===== src/rtl/hp_filt_pkg.sv =====
package hp_filt_pkg;

    localparam int unsigned DEF_PWR_W   = 7;
    localparam int unsigned DEF_RATIO_W = 8;
    localparam int unsigned DEF_ID_W    = 64;
    localparam int unsigned DEF_ADDR_W  = 32;
    localparam int unsigned DEF_NBLK    = 5;

    // Why a sequence leaves the filter (or does not)
    typedef enum logic [1:0] {
        CAUSE_DROP  = 2'd0,
        CAUSE_WATCH = 2'd1,
        CAUSE_PEAK  = 2'd2,
        CAUSE_BAND  = 2'd3
    } fwd_cause_e;

    // Pass level: peak minus the capture-ratio share of the peak
    function automatic logic [31:0] band_floor(input logic [31:0] peak,
                                               input logic [31:0] ratio,
                                               input int unsigned rbits);
        logic [31:0] share;
        share = (peak * ratio) >> rbits;
        return peak - share;
    endfunction

endpackage


===== src/rtl/hp_watch_match.sv =====
module hp_watch_match #(
    parameter int unsigned ADDR_W = hp_filt_pkg::DEF_ADDR_W,
    parameter int unsigned NBLK   = hp_filt_pkg::DEF_NBLK,
    parameter int unsigned CNT_W  = $clog2(NBLK + 1)
) (
    input  logic                   clk,
    input  logic                   rst,
    input  logic                   watch_we,
    input  logic                   watch_arm,
    input  logic [ADDR_W-1:0]      watch_addr,
    input  logic [CNT_W-1:0]       blk_cnt,
    input  logic [NBLK*ADDR_W-1:0] blk_addr,
    output logic                   hit
);

    logic              armed_q;
    logic [ADDR_W-1:0] addr_q;
    logic [NBLK-1:0]   slot_hit;

    always_ff @(posedge clk) begin
        if (rst) begin
            armed_q <= 1'b0;
            addr_q  <= '0;
        end else if (watch_we) begin
            armed_q <= watch_arm;
            addr_q  <= watch_addr;
        end
    end

    for (genvar i = 0; i < NBLK; i++) begin : g_slot
        assign slot_hit[i] = (CNT_W'(i) < blk_cnt) &&
                             (blk_addr[i*ADDR_W +: ADDR_W] == addr_q);
    end

    assign hit = armed_q && (|slot_hit);

    // a disarm write leaves no hit in the following cycle
    assert_disarm_clears_R8: assert property (@(posedge clk) disable iff (rst)
        (watch_we && !watch_arm) |=> !hit);

endmodule


===== src/rtl/hp_peak_track.sv =====
module hp_peak_track #(
    parameter int unsigned PWR_W   = hp_filt_pkg::DEF_PWR_W,
    parameter int unsigned RATIO_W = hp_filt_pkg::DEF_RATIO_W
) (
    input  logic               clk,
    input  logic               rst,
    input  logic               ratio_we,
    input  logic [RATIO_W-1:0] ratio_wdata,
    input  logic               seq_valid,
    input  logic [PWR_W-1:0]   seq_power,
    output logic [PWR_W-1:0]   peak,
    output logic [PWR_W-1:0]   pass_level,
    output logic               new_peak
);
    import hp_filt_pkg::*;

    logic [RATIO_W-1:0] ratio_q;
    logic [PWR_W-1:0]   peak_q;
    logic [PWR_W-1:0]   level_q;
    logic [PWR_W-1:0]   peak_n;
    logic [RATIO_W-1:0] ratio_n;
    logic [PWR_W-1:0]   level_n;
    logic               run_q;

    assign new_peak = seq_valid && (seq_power > peak_q);
    assign peak_n   = new_peak ? seq_power : peak_q;
    assign ratio_n  = ratio_we ? ratio_wdata : ratio_q;
    assign level_n  = PWR_W'(band_floor(32'(peak_n), 32'(ratio_n), RATIO_W));

    always_ff @(posedge clk) begin
        if (rst) begin
            ratio_q <= '0;
            peak_q  <= '0;
            level_q <= '0;
            run_q   <= 1'b0;
        end else begin
            run_q   <= 1'b1;
            ratio_q <= ratio_n;
            peak_q  <= peak_n;
            if (new_peak || ratio_we) begin
                level_q <= level_n;
            end
        end
    end

    assign peak       = peak_q;
    assign pass_level = level_q;

    // the peak never falls while running
    assert_peak_monotonic_R4: assert property (@(posedge clk) disable iff (rst || !run_q)
        peak_q >= $past(peak_q));

    // a higher power becomes the peak on the next cycle
    assert_peak_capture_R4: assert property (@(posedge clk) disable iff (rst)
        new_peak |=> (peak_q == $past(seq_power)));

    // without a valid sequence the peak holds
    assert_idle_holds_peak_R9: assert property (@(posedge clk) disable iff (rst)
        !seq_valid |=> $stable(peak_q));

    // the pass level never exceeds the peak
    assert_level_below_peak_R3: assert property (@(posedge clk) disable iff (rst)
        level_q <= peak_q);

    // a zero ratio puts the pass level at the peak
    assert_zero_ratio_R10: assert property (@(posedge clk) disable iff (rst)
        (ratio_q == '0) |-> (level_q == peak_q));

endmodule


===== src/rtl/hp_seq_filter.sv =====
module hp_seq_filter #(
    parameter int unsigned PWR_W   = hp_filt_pkg::DEF_PWR_W,
    parameter int unsigned RATIO_W = hp_filt_pkg::DEF_RATIO_W,
    parameter int unsigned ID_W    = hp_filt_pkg::DEF_ID_W,
    parameter int unsigned ADDR_W  = hp_filt_pkg::DEF_ADDR_W,
    parameter int unsigned NBLK    = hp_filt_pkg::DEF_NBLK,
    parameter int unsigned CNT_W   = $clog2(NBLK + 1)
) (
    input  logic                   clk,
    input  logic                   rst,
    input  logic                   ratio_we,
    input  logic [RATIO_W-1:0]     ratio_wdata,
    input  logic                   watch_we,
    input  logic                   watch_arm,
    input  logic [ADDR_W-1:0]      watch_addr,
    input  logic                   seq_valid,
    input  logic [ID_W-1:0]        seq_id,
    input  logic [PWR_W-1:0]       seq_power,
    input  logic [CNT_W-1:0]       seq_blk_cnt,
    input  logic [NBLK*ADDR_W-1:0] seq_blk_addr,
    output logic                   fwd_valid,
    output logic [ID_W-1:0]        fwd_id,
    output logic [PWR_W-1:0]       fwd_power
);
    import hp_filt_pkg::*;

    logic             watch_hit;
    logic [PWR_W-1:0] peak;
    logic [PWR_W-1:0] pass_level;
    logic             new_peak;
    fwd_cause_e       cause;

    logic             fv_q;
    logic [ID_W-1:0]  fid_q;
    logic [PWR_W-1:0] fpw_q;

    hp_watch_match #(
        .ADDR_W (ADDR_W),
        .NBLK   (NBLK),
        .CNT_W  (CNT_W)
    ) u_watch (
        .clk        (clk),
        .rst        (rst),
        .watch_we   (watch_we),
        .watch_arm  (watch_arm),
        .watch_addr (watch_addr),
        .blk_cnt    (seq_blk_cnt),
        .blk_addr   (seq_blk_addr),
        .hit        (watch_hit)
    );

    hp_peak_track #(
        .PWR_W   (PWR_W),
        .RATIO_W (RATIO_W)
    ) u_peak (
        .clk         (clk),
        .rst         (rst),
        .ratio_we    (ratio_we),
        .ratio_wdata (ratio_wdata),
        .seq_valid   (seq_valid),
        .seq_power   (seq_power),
        .peak        (peak),
        .pass_level  (pass_level),
        .new_peak    (new_peak)
    );

    always_comb begin
        cause = CAUSE_DROP;
        if (seq_valid) begin
            if (watch_hit) begin
                cause = CAUSE_WATCH;
            end else if (new_peak) begin
                cause = CAUSE_PEAK;
            end else if (seq_power >= pass_level) begin
                cause = CAUSE_BAND;
            end
        end
    end

    always_ff @(posedge clk) begin
        if (rst) begin
            fv_q  <= 1'b0;
            fid_q <= '0;
            fpw_q <= '0;
        end else begin
            fv_q <= (cause != CAUSE_DROP);
            if (cause != CAUSE_DROP) begin
                fid_q <= seq_id;
                fpw_q <= seq_power;
            end
        end
    end

    assign fwd_valid = fv_q;
    assign fwd_id    = fid_q;
    assign fwd_power = fpw_q;

    // forwarded data is the sequence presented one cycle earlier
    assert_passthru_R2: assert property (@(posedge clk) disable iff (rst)
        (seq_valid && (cause != CAUSE_DROP)) |=>
            (fwd_valid && fwd_id == $past(seq_id) && fwd_power == $past(seq_power)));

    // no output without a sequence
    assert_idle_no_fwd_R9: assert property (@(posedge clk) disable iff (rst)
        !seq_valid |=> !fwd_valid);

    // a new peak is always forwarded
    assert_peak_forwarded_R4: assert property (@(posedge clk) disable iff (rst)
        (seq_valid && seq_power > peak) |=> fwd_valid);

    // a watched block is always forwarded
    assert_watch_forwarded_R6: assert property (@(posedge clk) disable iff (rst)
        (seq_valid && watch_hit) |=> fwd_valid);

    // a valid sequence below the level with no watch hit is dropped
    assert_below_dropped_R3: assert property (@(posedge clk) disable iff (rst)
        (seq_valid && !watch_hit && seq_power < pass_level) |=> !fwd_valid);

endmodule


===== config.mk =====
export PLATFORM = sky130hd
export DESIGN_NAME = hp_seq_filter
export DESIGN_NICKNAME = d
export VERILOG_FILES = /design/src/rtl/hp_filt_pkg.sv /design/src/rtl/hp_watch_match.sv /design/src/rtl/hp_peak_track.sv /design/src/rtl/hp_seq_filter.sv
export SDC_FILE = /design/constraint.sdc
export NUM_CORES = 1
export LEC_CHECK = 0
export ABC_AREA = 1
export BUFFER_PORTS_ARGS = -buffer_cell sky130_fd_sc_hd__buf_2
export CAP_MARGIN = 0
export CORE_AREA = 2 2 135 137
export DETAILED_ROUTE_END_ITERATION = 16
export DIE_AREA = 0 0 137 139
export PLACE_DENSITY = 0.8
export SLEW_MARGIN = 0
export SYNTH_ARGS = -nofsm -noshare
export SYNTH_HDL_FRONTEND = slang
export SYNTH_SLANG_ARGS = --single-unit

===== constraint.sdc =====
create_clock -name clk -period 17.2 [get_ports clk]
set_clock_uncertainty 0.1 [all_clocks]
set_input_delay 1.72 -clock clk [delete_from_list [all_inputs] [get_ports clk]]
set_output_delay 1.72 -clock clk [all_outputs]
set_load 0.01 [all_outputs]

==> results of run 1 <==
==> report_power, final <==
group          internal, W  switching (W)
combinational     0.000185       0.000277
clock             0.000238       0.000154
sequential        0.000335      0.0000294
total             0.000759       0.000461
==> stage by stage <==
| step | hold WS (ns) | cells | util, % | worst slack (ns) |
|---|---|---|---|---|
| after global routing | 0.393 | 1740 | 63.3 | 9.21 |
| after detailed placement | 0.365 | 1702 | 59.7 | 9.30 |
| after floorplan | 0.333 | 1169 | - | 9.91 |
| after global placement | 0.357 | 1702 | 59.7 | 9.37 |
| final | 0.377 | 1741 | 63.4 | 9.67 |
| after CTS | 0.379 | 1734 | 63.3 | 9.71 |
==> worst max path at each step <==
stage | from | endpoint | slack, ns | depth (start not counted)
after CTS | seq_power[6] | u_peak.pass_level[6]$_SDFFE_PP0P_ | 9.71 | 30
after floorplan | seq_power[6] | u_peak.pass_level[6]$_SDFFE_PP0P_ | 9.91 | 32
after global placement | seq_power[4] | u_peak.pass_level[6]$_SDFFE_PP0P_ | 9.37 | 29
after global routing | seq_power[6] | u_peak.pass_level[6]$_SDFFE_PP0P_ | 9.21 | 31
final | seq_power[6] | u_peak.pass_level[6]$_SDFFE_PP0P_ | 9.67 | 31
after detailed placement | seq_power[6] | u_peak.pass_level[6]$_SDFFE_PP0P_ | 9.30 | 30
==> per-layer routing <==
metal	part of all wire [%]	wire, µm
met2	47	15100
met4	4.0	1280
met5	0.14	45
met1	41	13200
met3	8.6	2780
==> worst max-delay path, delay by kind of cell <==
family / cells / cell delay (ns)
AO/OA/AOI/OAI: 5 / 1.10
XOR/XNOR: 1 / 0.20
adder cells (fa/ha/maj): 7 / 2.85
AND/OR/NAND/NOR: 13 / 1.25
buffers and inverters: 5 / 0.61
==> cells in the final DEF (no fill, tap or decap), types with 20 or more instances in the layout <==
cell	Yosys	layout
sky130_fd_sc_hd__buf_2	9	351
sky130_fd_sc_hd__nor2_1	223	223
sky130_fd_sc_hd__o21ai_0	136	136
sky130_fd_sc_hd__dfxtp_1	127	127
sky130_fd_sc_hd__inv_1	126	125
sky130_fd_sc_hd__nand2_1	103	103
sky130_fd_sc_hd__xor2_1	72	72
sky130_fd_sc_hd__ha_1	51	51
sky130_fd_sc_hd__a21oi_1	41	41
sky130_fd_sc_hd__fa_1	29	29
sky130_fd_sc_hd__nor4_1	24	24
sky130_fd_sc_hd__xnor2_1	23	23
sky130_fd_sc_hd__o22ai_1	20	20
==> flip-flops by register name, summed over array words and instances (netlist names) <==
register and count:
fwd_id 64, fwd_power 7, fwd_valid 1, u_peak.pass_level 7, u_peak.peak 7, u_peak.ratio_q 8
u_watch.addr_q 32, u_watch.armed_q 1
==> cell families after synthesis <==
family,count (synthesis),share of synthesized area [%]
adders and majority gates,80,13.9
DFF,127,29.0
and+or+nand+nor,425,21.4
AOI/OAI and AO/OA,254,16.6
xor gates and xnor gates,95,9.48
buffers and inverters,185,9.32
muxes,3,0.342
==> cell usage after synthesis (all sizes together), types with 2 or more instances <==
cell	instances	area (µm²)
o21bai	2	15.0
a31oi	3	18.8
a21oi	43	223
nor4b	2	17.5
xor2	72	631
nand4	10	62.6
nor2	227	886
clkbuf	31	135
nor3	5	25.0
a211oi	4	30.0
ha	51	638
fa	29	581
a21o	3	25.0
or2	12	75.1
dfxtp	127	2540
nor4	25	163
inv	132	500
nand2	120	513
o21ai	149	761
nand3	20	115
o22ai	20	125
clkinv	4	15.0
buf	17	135
a22o	5	43.8
xnor2	23	201
mux2i	3	30.0
o21a	5	37.5
o2111ai	8	70.1
or3	2	12.5
a221oi	5	43.8
==> final cells by class <==
class | count | area [µm²]
multi-input cells | 857 | 5420
fillers | 1666 | 6470
diodes | 7 | 17.5
inverters | 136 | 515
well taps | 229 | 287
clock buffers | 18 | 439
flip-flops and latches | 127 | 2540
repair buffers | 353 | 1770
clock inverters | 14 | 195
==> flow_summary.yaml, run 1 <==
outcome:
  outcome: "complete, no violations"
finish:
  area_delta_synth_final_pct: 27.4
  nNetsFinal: 1852
  fin_area_um2: 11200
  drive_above_1_share_pct: 28.8
logic_synthesis:
  warnings_from_yosys: 0
  synth.avg_cell_area_um2: 7.51
  share_of_synthesized_area_occupied_by_flip_flops_and_latches_pct: 29.0
  ffs_w_async_s_r_synth_pct: 0
  ys_ff_latch: 127
  dominantRegCellSynth: "sky130_fd_sc_hd__dfxtp_1"
  number_of_flops_mapped_to_enable_cells_by_yosys: 0
  mappedNetlistNets: 1529
  synth.distinct_cells: 59
  mappedNetlistArea_um2: 8780
  synthesis.instances: 1169
worst_setup_path:
  r2r.worst_path.cells: 31
  critPathLaunchType: "input port"
  r2r_setup_slack_ns: 10.72
  timing.critical_path.slowest_cell_delay_ns: 0.50
  worst_r2r_endpoint: "u_peak.pass_level[6]$_SDFFE_PP0P_"
  critical-path-top-cell-by-count: "sky130_fd_sc_hd__nand2_1"
  r2r-start: "u_peak.peak[6]$_SDFF_PP0_"
  crit_required_ns: 17.42
  critPathSlowestCell: "sky130_fd_sc_hd__fa_1"
  timing.critical_path.fanout_max: 13
  critical_path_arrival_ns: 7.75
  timing.critical_path.to_type: "flop"
  criticalPathCategory: "in -> reg"
floorplan:
  num_io_pins: 352
  die_y_um: 139
  die_w_um: 137
  core-area_um2: 17700
  die_footprint_um2: 19000
  floorplan.initialDensity_pct: 49.7
  rows: 49
timing:
  slew_viol_final: 0
  worst_slew_margin_rel_pct: 46.9
  final.setup.tns_ns: 0
  report.final.hold_viol_count: 0
  rsz0062_at_grt: "false"
  worstMarginPinSlew_ns: 0.775
  final_worst_path_period_need_ns: 7.53
  clock.fmax_mhz: 133
  layout_worst_path_cycle_share_pct: 43.8
  finalSetupViolations: 0
clocking:
  worst_setup_hold_path_clk_slew_ns: 0.06
  cts-hold-fix-buffers: 0
  cts_max_path_buffers: 2
  cts_repair_resize_count: 0
  worstSkewPairLatency_ns: 0.42
  tritoncts.num_buffers: 17
  tritoncts_sink_count: 127
  cts_tree: "done"
  clk_root_buffer_cell: "sky130_fd_sc_hd__clkbuf_16"
  postCtsSetupBuffers: 0
  htree_levels: 4
routing:
  pre_antenna_drt_iters: 7
  detail-route-antenna-nets: 0
  via_count: 9245
  drt_wl_total_um: 32400
  drtIter0Drc: 641
  detail_route.vias_per_cell: 5.31
  route.detailed.drc: 0
  avgRoutedWirePerCell_um: 18.6
grt:
  gr-usage-all-layers_pct: 33.4
  grt.overflow.total: 0
  grt_pass1_vias: 8883
  grt_antenna_before_repair: 11
  met3_usage_pct: 7.13
  grt-busiest-layer: "met2"
  global_route.usage.met2_pct: 54.5
  grt_first_pass_wirelength_um: 48100
  grt_start_max_net_pins: 89
  grt.met1_usage_pct: 42.1
hold_path:
  min_to: "fwd_power[1]$_SDFFE_PP0P_"
  hold_path.class: "reg -> reg"
  hold_path_depth: 2
  hold_sp: "fwd_power[1]$_SDFFE_PP0P_"
power:
  static-leakage-power_nw: 5.78
  worst_ir_drop_vdd_mv: 0.0790
  finalPower_w: 0.00122
  cellPowerDensity_nw_per_um2: 109
placement:
  place.gp.congestion: 1.01
  dp.final_hpwl_um: 26400
  portBuffers: 351
  placedInstanceArea_um2: 10500
flow_run:
  max-cap-violations: 0
(Power assumes the default switching activity.)
==> inputs of run 2 (changes only) <==
--- a/config.mk
+++ b/config.mk
@@ -8,10 +8,10 @@
 export ABC_AREA = 1
 export BUFFER_PORTS_ARGS = -buffer_cell sky130_fd_sc_hd__buf_2
 export CAP_MARGIN = 0
-export CORE_AREA = 2 2 135 137
+export CORE_MARGIN = 2
+export CORE_UTILIZATION = 45
 export DETAILED_ROUTE_END_ITERATION = 16
-export DIE_AREA = 0 0 137 139
-export PLACE_DENSITY = 0.8
+export PLACE_DENSITY = 0.76
 export SLEW_MARGIN = 0
 export SYNTH_ARGS = -nofsm -noshare
 export SYNTH_HDL_FRONTEND = slang
==> constraint.sdc (replaced) <==
create_clock -name clk -period 6.4 [get_ports clk]
set_clock_uncertainty 0.1 [all_clocks]
set_input_delay 0.64 -clock clk [delete_from_list [all_inputs] [get_ports clk]]
set_output_delay 0.64 -clock clk [all_outputs]
set_load 0.01 [all_outputs]
==> run 2 against run 1 <==
Compared with the run above:
- first-iteration DRC count down 1.6%
- cell area up 3.6%
- highest routed layer unchanged
- die area up 8.4%
- critical path type is now reg -> reg
- hold slack worse by 0.023 ns
- sequential power rose to 2.7 times the previous value
==> flow_summary.yaml, run 2 (synthesized netlist as in run 1, its figures left out) <==
worst_setup_path:
  worst_r2r_endpoint: "u_peak.pass_level[6]$_SDFFE_PP0P_"
  timing.critical_path.slowest_cell_delay_ns: 0.54
  critical-path-top-cell-by-count: "sky130_fd_sc_hd__inv_1"
  r2r_setup_slack_ns: 0.36
  criticalPathCategory: "reg -> reg"
  r2r-start: "u_peak.peak[4]$_SDFF_PP0_"
  r2r.worst_path.cells: 34
  timing.critical_path.to_type: "flop"
  critical_path_arrival_ns: 6.26
  crit_required_ns: 6.61
  critPathSlowestCell: "sky130_fd_sc_hd__fa_1"
  timing.critical_path.fanout_max: 13
  critPathLaunchType: "flop"
placement:
  placedInstanceArea_um2: 10900
  place.gp.congestion: 0.987
  portBuffers: 351
  dp.final_hpwl_um: 26900
  dp.cells: 1775
  worst_slack_at_placement_ns: -0.117
timing:
  worst_slew_margin_rel_pct: 48.3
  clock.fmax_mhz: 165
  finalSetupViolations: 0
  slew_viol_final: 0
  final_worst_path_period_need_ns: 6.04
  layout_setup_ws_ns: 0.358
  layout_worst_path_cycle_share_pct: 94.4
  report.final.hold_viol_count: 0
  worstMarginPinSlew_ns: 0.774
outcome:
  outcome: "complete, no violations"
grt:
  grt_start_max_net_pins: 74
  gr-usage-all-layers_pct: 30.7
  grt.overflow.total: 0
  grt_pass1_vias: 8558
  grt_first_pass_wirelength_um: 47800
  grt_antenna_before_repair: 9
finish:
  filler_cell_count: 1837
  fin_cells: 1821
  layout_common_cells: "sky130_fd_sc_hd__buf_2, sky130_fd_sc_hd__nor2_1, sky130_fd_sc_hd__o21ai_0"
  area_delta_synth_final_pct: 32.1
  largest_register_ff_count: 64
  nNetsFinal: 1892
  final_core_utilization_pct: 60.0
  drive_above_1_share_pct: 31.1
  fin_area_um2: 11600
  layout_commonest_cell: "sky130_fd_sc_hd__buf_2"
clocking:
  cts_tree: "done"
  tritoncts.num_buffers: 17
  worstSkewPairLatency_ns: 0.42
  htree_levels: 4
  clk_root_buffer_cell: "sky130_fd_sc_hd__clkbuf_16"
  cts-hold-fix-buffers: 0
  worst_setup_hold_path_clk_slew_ns: 0.07
  tritoncts_sink_count: 127
  cts_max_path_buffers: 2
power:
  finalPower_w: 0.00342
  worst_ir_drop_vdd_mv: 0.220
  internal_power_w: 0.00214
  seqPwrFrac_pct: 28.6
  clkPwrFrac_pct: 30.7
  static-leakage-power_nw: 5.97
  switching_share_pct: 37.5
  netSwitchingPower_w: 0.00128
  cellPowerDensity_nw_per_um2: 295
  combinationalPowerShare_pct: 40.7
floorplan:
  floorplan.initialDensity_pct: 45.4
  die_w_um: 144
  rows: 51
  core-area_um2: 19300
  num_io_pins: 352
  die_y_um: 144
  die_footprint_um2: 20600
routing:
  drt_wl_total_um: 33400
  route.detailed.drc: 0
  drtIter0Drc: 631
  avgRoutedWirePerCell_um: 18.3
  pre_antenna_drt_iters: 6
  detail-route-antenna-nets: 0
  detail_route.vias_per_cell: 5.24
  via_count: 9539
hold_path:
  min_to: "u_watch.addr_q[18]$_SDFFE_PP0P_"
  hold_sp: "watch_addr[18]"
  hold_path_depth: 3
  hold_path.class: "in -> reg"
flow_run:
  max-cap-violations: 0
[run 2: cell count changes in the layout (fill, tap and decap cells not counted), moves of 2 or more]
| cell | delta |
|---|---|
| sky130_fd_sc_hd__inv_8 | -4 |
| sky130_fd_sc_hd__diode_2 | +4 |
| sky130_fd_sc_hd__buf_4 | +40 |
| sky130_fd_sc_hd__clkinv_4 | +2 |
| sky130_fd_sc_hd__a21oi_1 | -2 |
| sky130_fd_sc_hd__xor2_1 | -2 |
| sky130_fd_sc_hd__xor2_2 | +2 |
| sky130_fd_sc_hd__a21oi_2 | +2 |
[run 2: worst max-delay path, delay by kind of cell, from the launching register on]
family	cells	cell delay, ns
simple gates	11	0.94
xor+xnor	1	0.17
fa+ha+maj	7	2.89
buf+inv	8	0.57
flops	1	0.32
compound gates	7	0.96
[run 2: area by class of cell]
type / count / area, µm² / share of cell area, %
Inverter: 136 / 515 / 4.45
Multi-Input combinational cell: 857 / 5480 / 47.2
Timing Repair Buffer: 393 / 2070 / 17.9
Clock buffer: 19 / 453 / 3.91
Tap cell: 265 / 332 / 2.86
Clock inverter: 13 / 176 / 1.52
Sequential cell: 127 / 2540 / 21.9
Antenna cell: 11 / 27.5 / 0.237
[run 2: worst max-delay path by stage]
stage,to,depth (start not counted),startpoint,slack [ns]
after floorplan,u_peak.pass_level[6]$_SDFFE_PP0P_,32,seq_power[6],0.19
after global placement,u_peak.pass_level[5]$_SDFFE_PP0P_,35,seq_power[5],0.01
after detailed placement,u_peak.pass_level[5]$_SDFFE_PP0P_,32,seq_power[5],-0.12
after CTS,u_peak.pass_level[5]$_SDFFE_PP0P_,32,u_peak.peak[4]$_SDFF_PP0_,0.25
after global routing,u_peak.pass_level[6]$_SDFFE_PP0P_,33,u_peak.peak[4]$_SDFF_PP0_,-0.04
final,u_peak.pass_level[6]$_SDFFE_PP0P_,34,u_peak.peak[4]$_SDFF_PP0_,0.36
[run 2: power groups by stage]
stage / Clock (W) / Sequential [W] / Combinational, W
6_report: 0.00105 / 0.000978 / 0.00139
5_1_grt: 0.00110 / 0.000988 / 0.00157
4_1_cts: 0.00106 / 0.000975 / 0.00134
3_5_place_dp: 0 / 0.000992 / 0.00133
3_3_place_gp: 0 / 0.000989 / 0.00130
2_1_floorplan: 0 / 0.00100 / 0.000885
[run 2: what timing repair did]
item / in CTS / in global routing
hold endpoints to repair: 0 / 0
setup endpoints to repair: 0 / 6
gates resized for setup: 0 / 10
setup buffers: 0 / 3
[run 2: per-stage QoR]
stage	setup TNS [ns]	hold slack, ns
3_5_place_dp	-0.354	0.366
2_1_floorplan	0	0.333
6_report	0	0.354
3_3_place_gp	0	0.356
4_1_cts	0	0.341
5_1_grt	-0.0635	0.359
[run 2: layer usage]
metal	vias to the layer above	wire [µm]	global-route usage [%]	part of all wire, %
met2	422	15800	50.6	47
met4	4	997	12.3	3.0
met1	4463	13700	39.0	41
met3	68	2780	7.10	8.3
li1	4582	-	-	-
met5	-	57	0	0.17
==> inputs of run 3 (changes only) <==
--- a/config.mk
+++ b/config.mk
@@ -11,6 +11,7 @@
 export CORE_MARGIN = 2
 export CORE_UTILIZATION = 45
 export DETAILED_ROUTE_END_ITERATION = 16
+export MAX_ROUTING_LAYER = met4
 export PLACE_DENSITY = 0.76
 export SLEW_MARGIN = 0
 export SYNTH_ARGS = -nofsm -noshare
==> run 3 against run 2 <==
Compared with the run above:
- non-clock buffer count shrank 2
- critical path depth decreased by 1
- hold slack got worse by 0.0057 ns
- register-to-register slack about the same
- cell area decreased by 0.33%
- sequential cell count is the same
- fmax up 0.22%
- combinational power is essentially flat
- final cell count down 0.22%
- highest routed layer is now met4
- sequential share of layout area up 0.074 points
==> flow_summary.yaml, run 3 (synthesized netlist as in run 1, its figures left out) <==
routing:
  detail_route.vias_per_cell: 5.18
  pre_antenna_drt_iters: 5
  drtIter0Drc: 596
  route.detailed.drc: 0
  via_count: 9407
  avgRoutedWirePerCell_um: 18.5
  drt_wl_total_um: 33600
  detail-route-antenna-nets: 0
finish:
  layout_common_cells: "sky130_fd_sc_hd__buf_2, sky130_fd_sc_hd__nor2_1, sky130_fd_sc_hd__o21ai_0"
  largest_register_ff_count: 64
  area_delta_synth_final_pct: 31.6
  nNetsFinal: 1890
  multiInputGateArea_um2: 5490
  ff_latch_area_um2: 2540
  filler_cell_count: 1854
  drive_above_1_share_pct: 31.3
  layout_commonest_cell: "sky130_fd_sc_hd__buf_2"
  fin_area_um2: 11600
clocking:
  htree_levels: 4
  cts_tree: "done"
  tritoncts_sink_count: 127
  cts_max_path_buffers: 2
  tritoncts.num_buffers: 17
  clk_root_buffer_cell: "sky130_fd_sc_hd__clkbuf_16"
  worst_setup_hold_path_clk_slew_ns: 0.07
  worstSkewPairLatency_ns: 0.42
floorplan:
  rows: 51
  die_footprint_um2: 20600
  die_y_um: 144
  core-area_um2: 19300
  floorplan.initialDensity_pct: 45.4
  num_io_pins: 352
  die_w_um: 144
flow_run:
  max-cap-violations: 0
grt:
  grt_first_pass_wirelength_um: 48800
  gr-usage-all-layers_pct: 32.3
  grt_antenna_before_repair: 8
  grt_start_max_net_pins: 74
  grt.overflow.total: 0
  grt_pass1_vias: 8805
placement:
  dp.final_hpwl_um: 27200
  portBuffers: 351
  placedInstanceArea_um2: 10900
  place.gp.congestion: 1.02
  worst_slack_at_placement_ns: -0.144
timing:
  worstMarginPinSlew_ns: 0.774
  clock.fmax_mhz: 166
  report.final.hold_viol_count: 0
  layout_worst_path_cycle_share_pct: 94.2
  slew_viol_final: 0
  worst_slew_margin_rel_pct: 48.3
  finalSetupViolations: 0
  final_worst_path_period_need_ns: 6.03
  layout_setup_ws_ns: 0.371
  timing.hold.ws_ns: 0.349
  final.setup.tns_ns: 0
power:
  finalPower_w: 0.00336
  worst_ir_drop_vdd_mv: 0.211
  static-leakage-power_nw: 5.94
  cellPowerDensity_nw_per_um2: 291
worst_setup_path:
  criticalPathCategory: "reg -> reg"
  critical-path-top-cell-by-count: "sky130_fd_sc_hd__nand2_1"
  critPathLaunchType: "flop"
  critPathSlowestCell: "sky130_fd_sc_hd__fa_1"
  timing.critical_path.to_type: "flop"
  timing.critical_path.fanout_max: 13
  crit_required_ns: 6.66
  timing.critical_path.slowest_cell_delay_ns: 0.57
  critical_path_arrival_ns: 6.28
hold_path:
  hold_path.class: "in -> reg"
outcome:
  outcome: "complete, no violations"
-- run 3: layout make-up --
type	count	area share, %
multi-input cells	857	47.5
inverters	136	4.46
clock inverters	14	1.44
diodes	9	0.195
flip-flops and latches	127	22.0
well taps	265	2.87
clock buffers	18	3.71
repair buffers	391	17.8
-- run 3: path summary, 6_finish.rpt --
| kind | startpoint | to | slack (ns) | cells past startpoint |
|---|---|---|---|---|
| worst max-delay path | u_peak.peak[6]$_SDFF_PP0_ | u_peak.pass_level[4]$_SDFFE_PP0P_ | 0.37 | 33 |
| worst min-delay path | watch_addr[18] | u_watch.addr_q[18]$_SDFFE_PP0P_ | 0.35 | 3 |
| worst max register to register | u_peak.peak[6]$_SDFF_PP0_ | u_peak.pass_level[4]$_SDFFE_PP0P_ | 0.37 | 33 |
| worst min register to register | u_peak.pass_level[1]$_SDFFE_PP0P_ | u_peak.pass_level[1]$_SDFFE_PP0P_ | 0.38 | 2 |
-- run 3: power breakdown --
part           leakage [nW]  switching (W)  internal, W
sequential             1.05      0.0000774     0.000901
combinational          4.61       0.000796     0.000574
clock                 0.283       0.000422     0.000587
-- run 3: stage by stage --
step	utilization (%)	std cells
floorplan	-	1169
global placement	56.2	1775
detailed placement	56.2	1775
CTS	59.2	1807
global route	59.7	1816
finish	59.8	1817
-- run 3: what timing repair did --
action | in CTS | in global routing
buffers inserted | 0 | 1
hold buffers | 0 | 0
setup endpoints to repair | 0 | 6
resized for setup | 0 | 17
-- run 3: worst max-delay path: cells and delay by family (launching register included) --
kind / cells / cell delay [ns]
fa+ha+maj: 7 / 2.67
simple gates: 12 / 1.11
compound gates: 6 / 0.91
buf+inv: 7 / 0.67
flops: 1 / 0.33
xor+xnor: 1 / 0.16
-- run 3: layer usage --
metal	vias up	global-route usage, %	share of wire (%)
li1	4570	-	-
met3	66	6.96	7.7
met2	406	51.7	48
met4	0	13.4	3.1
met1	4365	39.7	42
met5	-	-	0
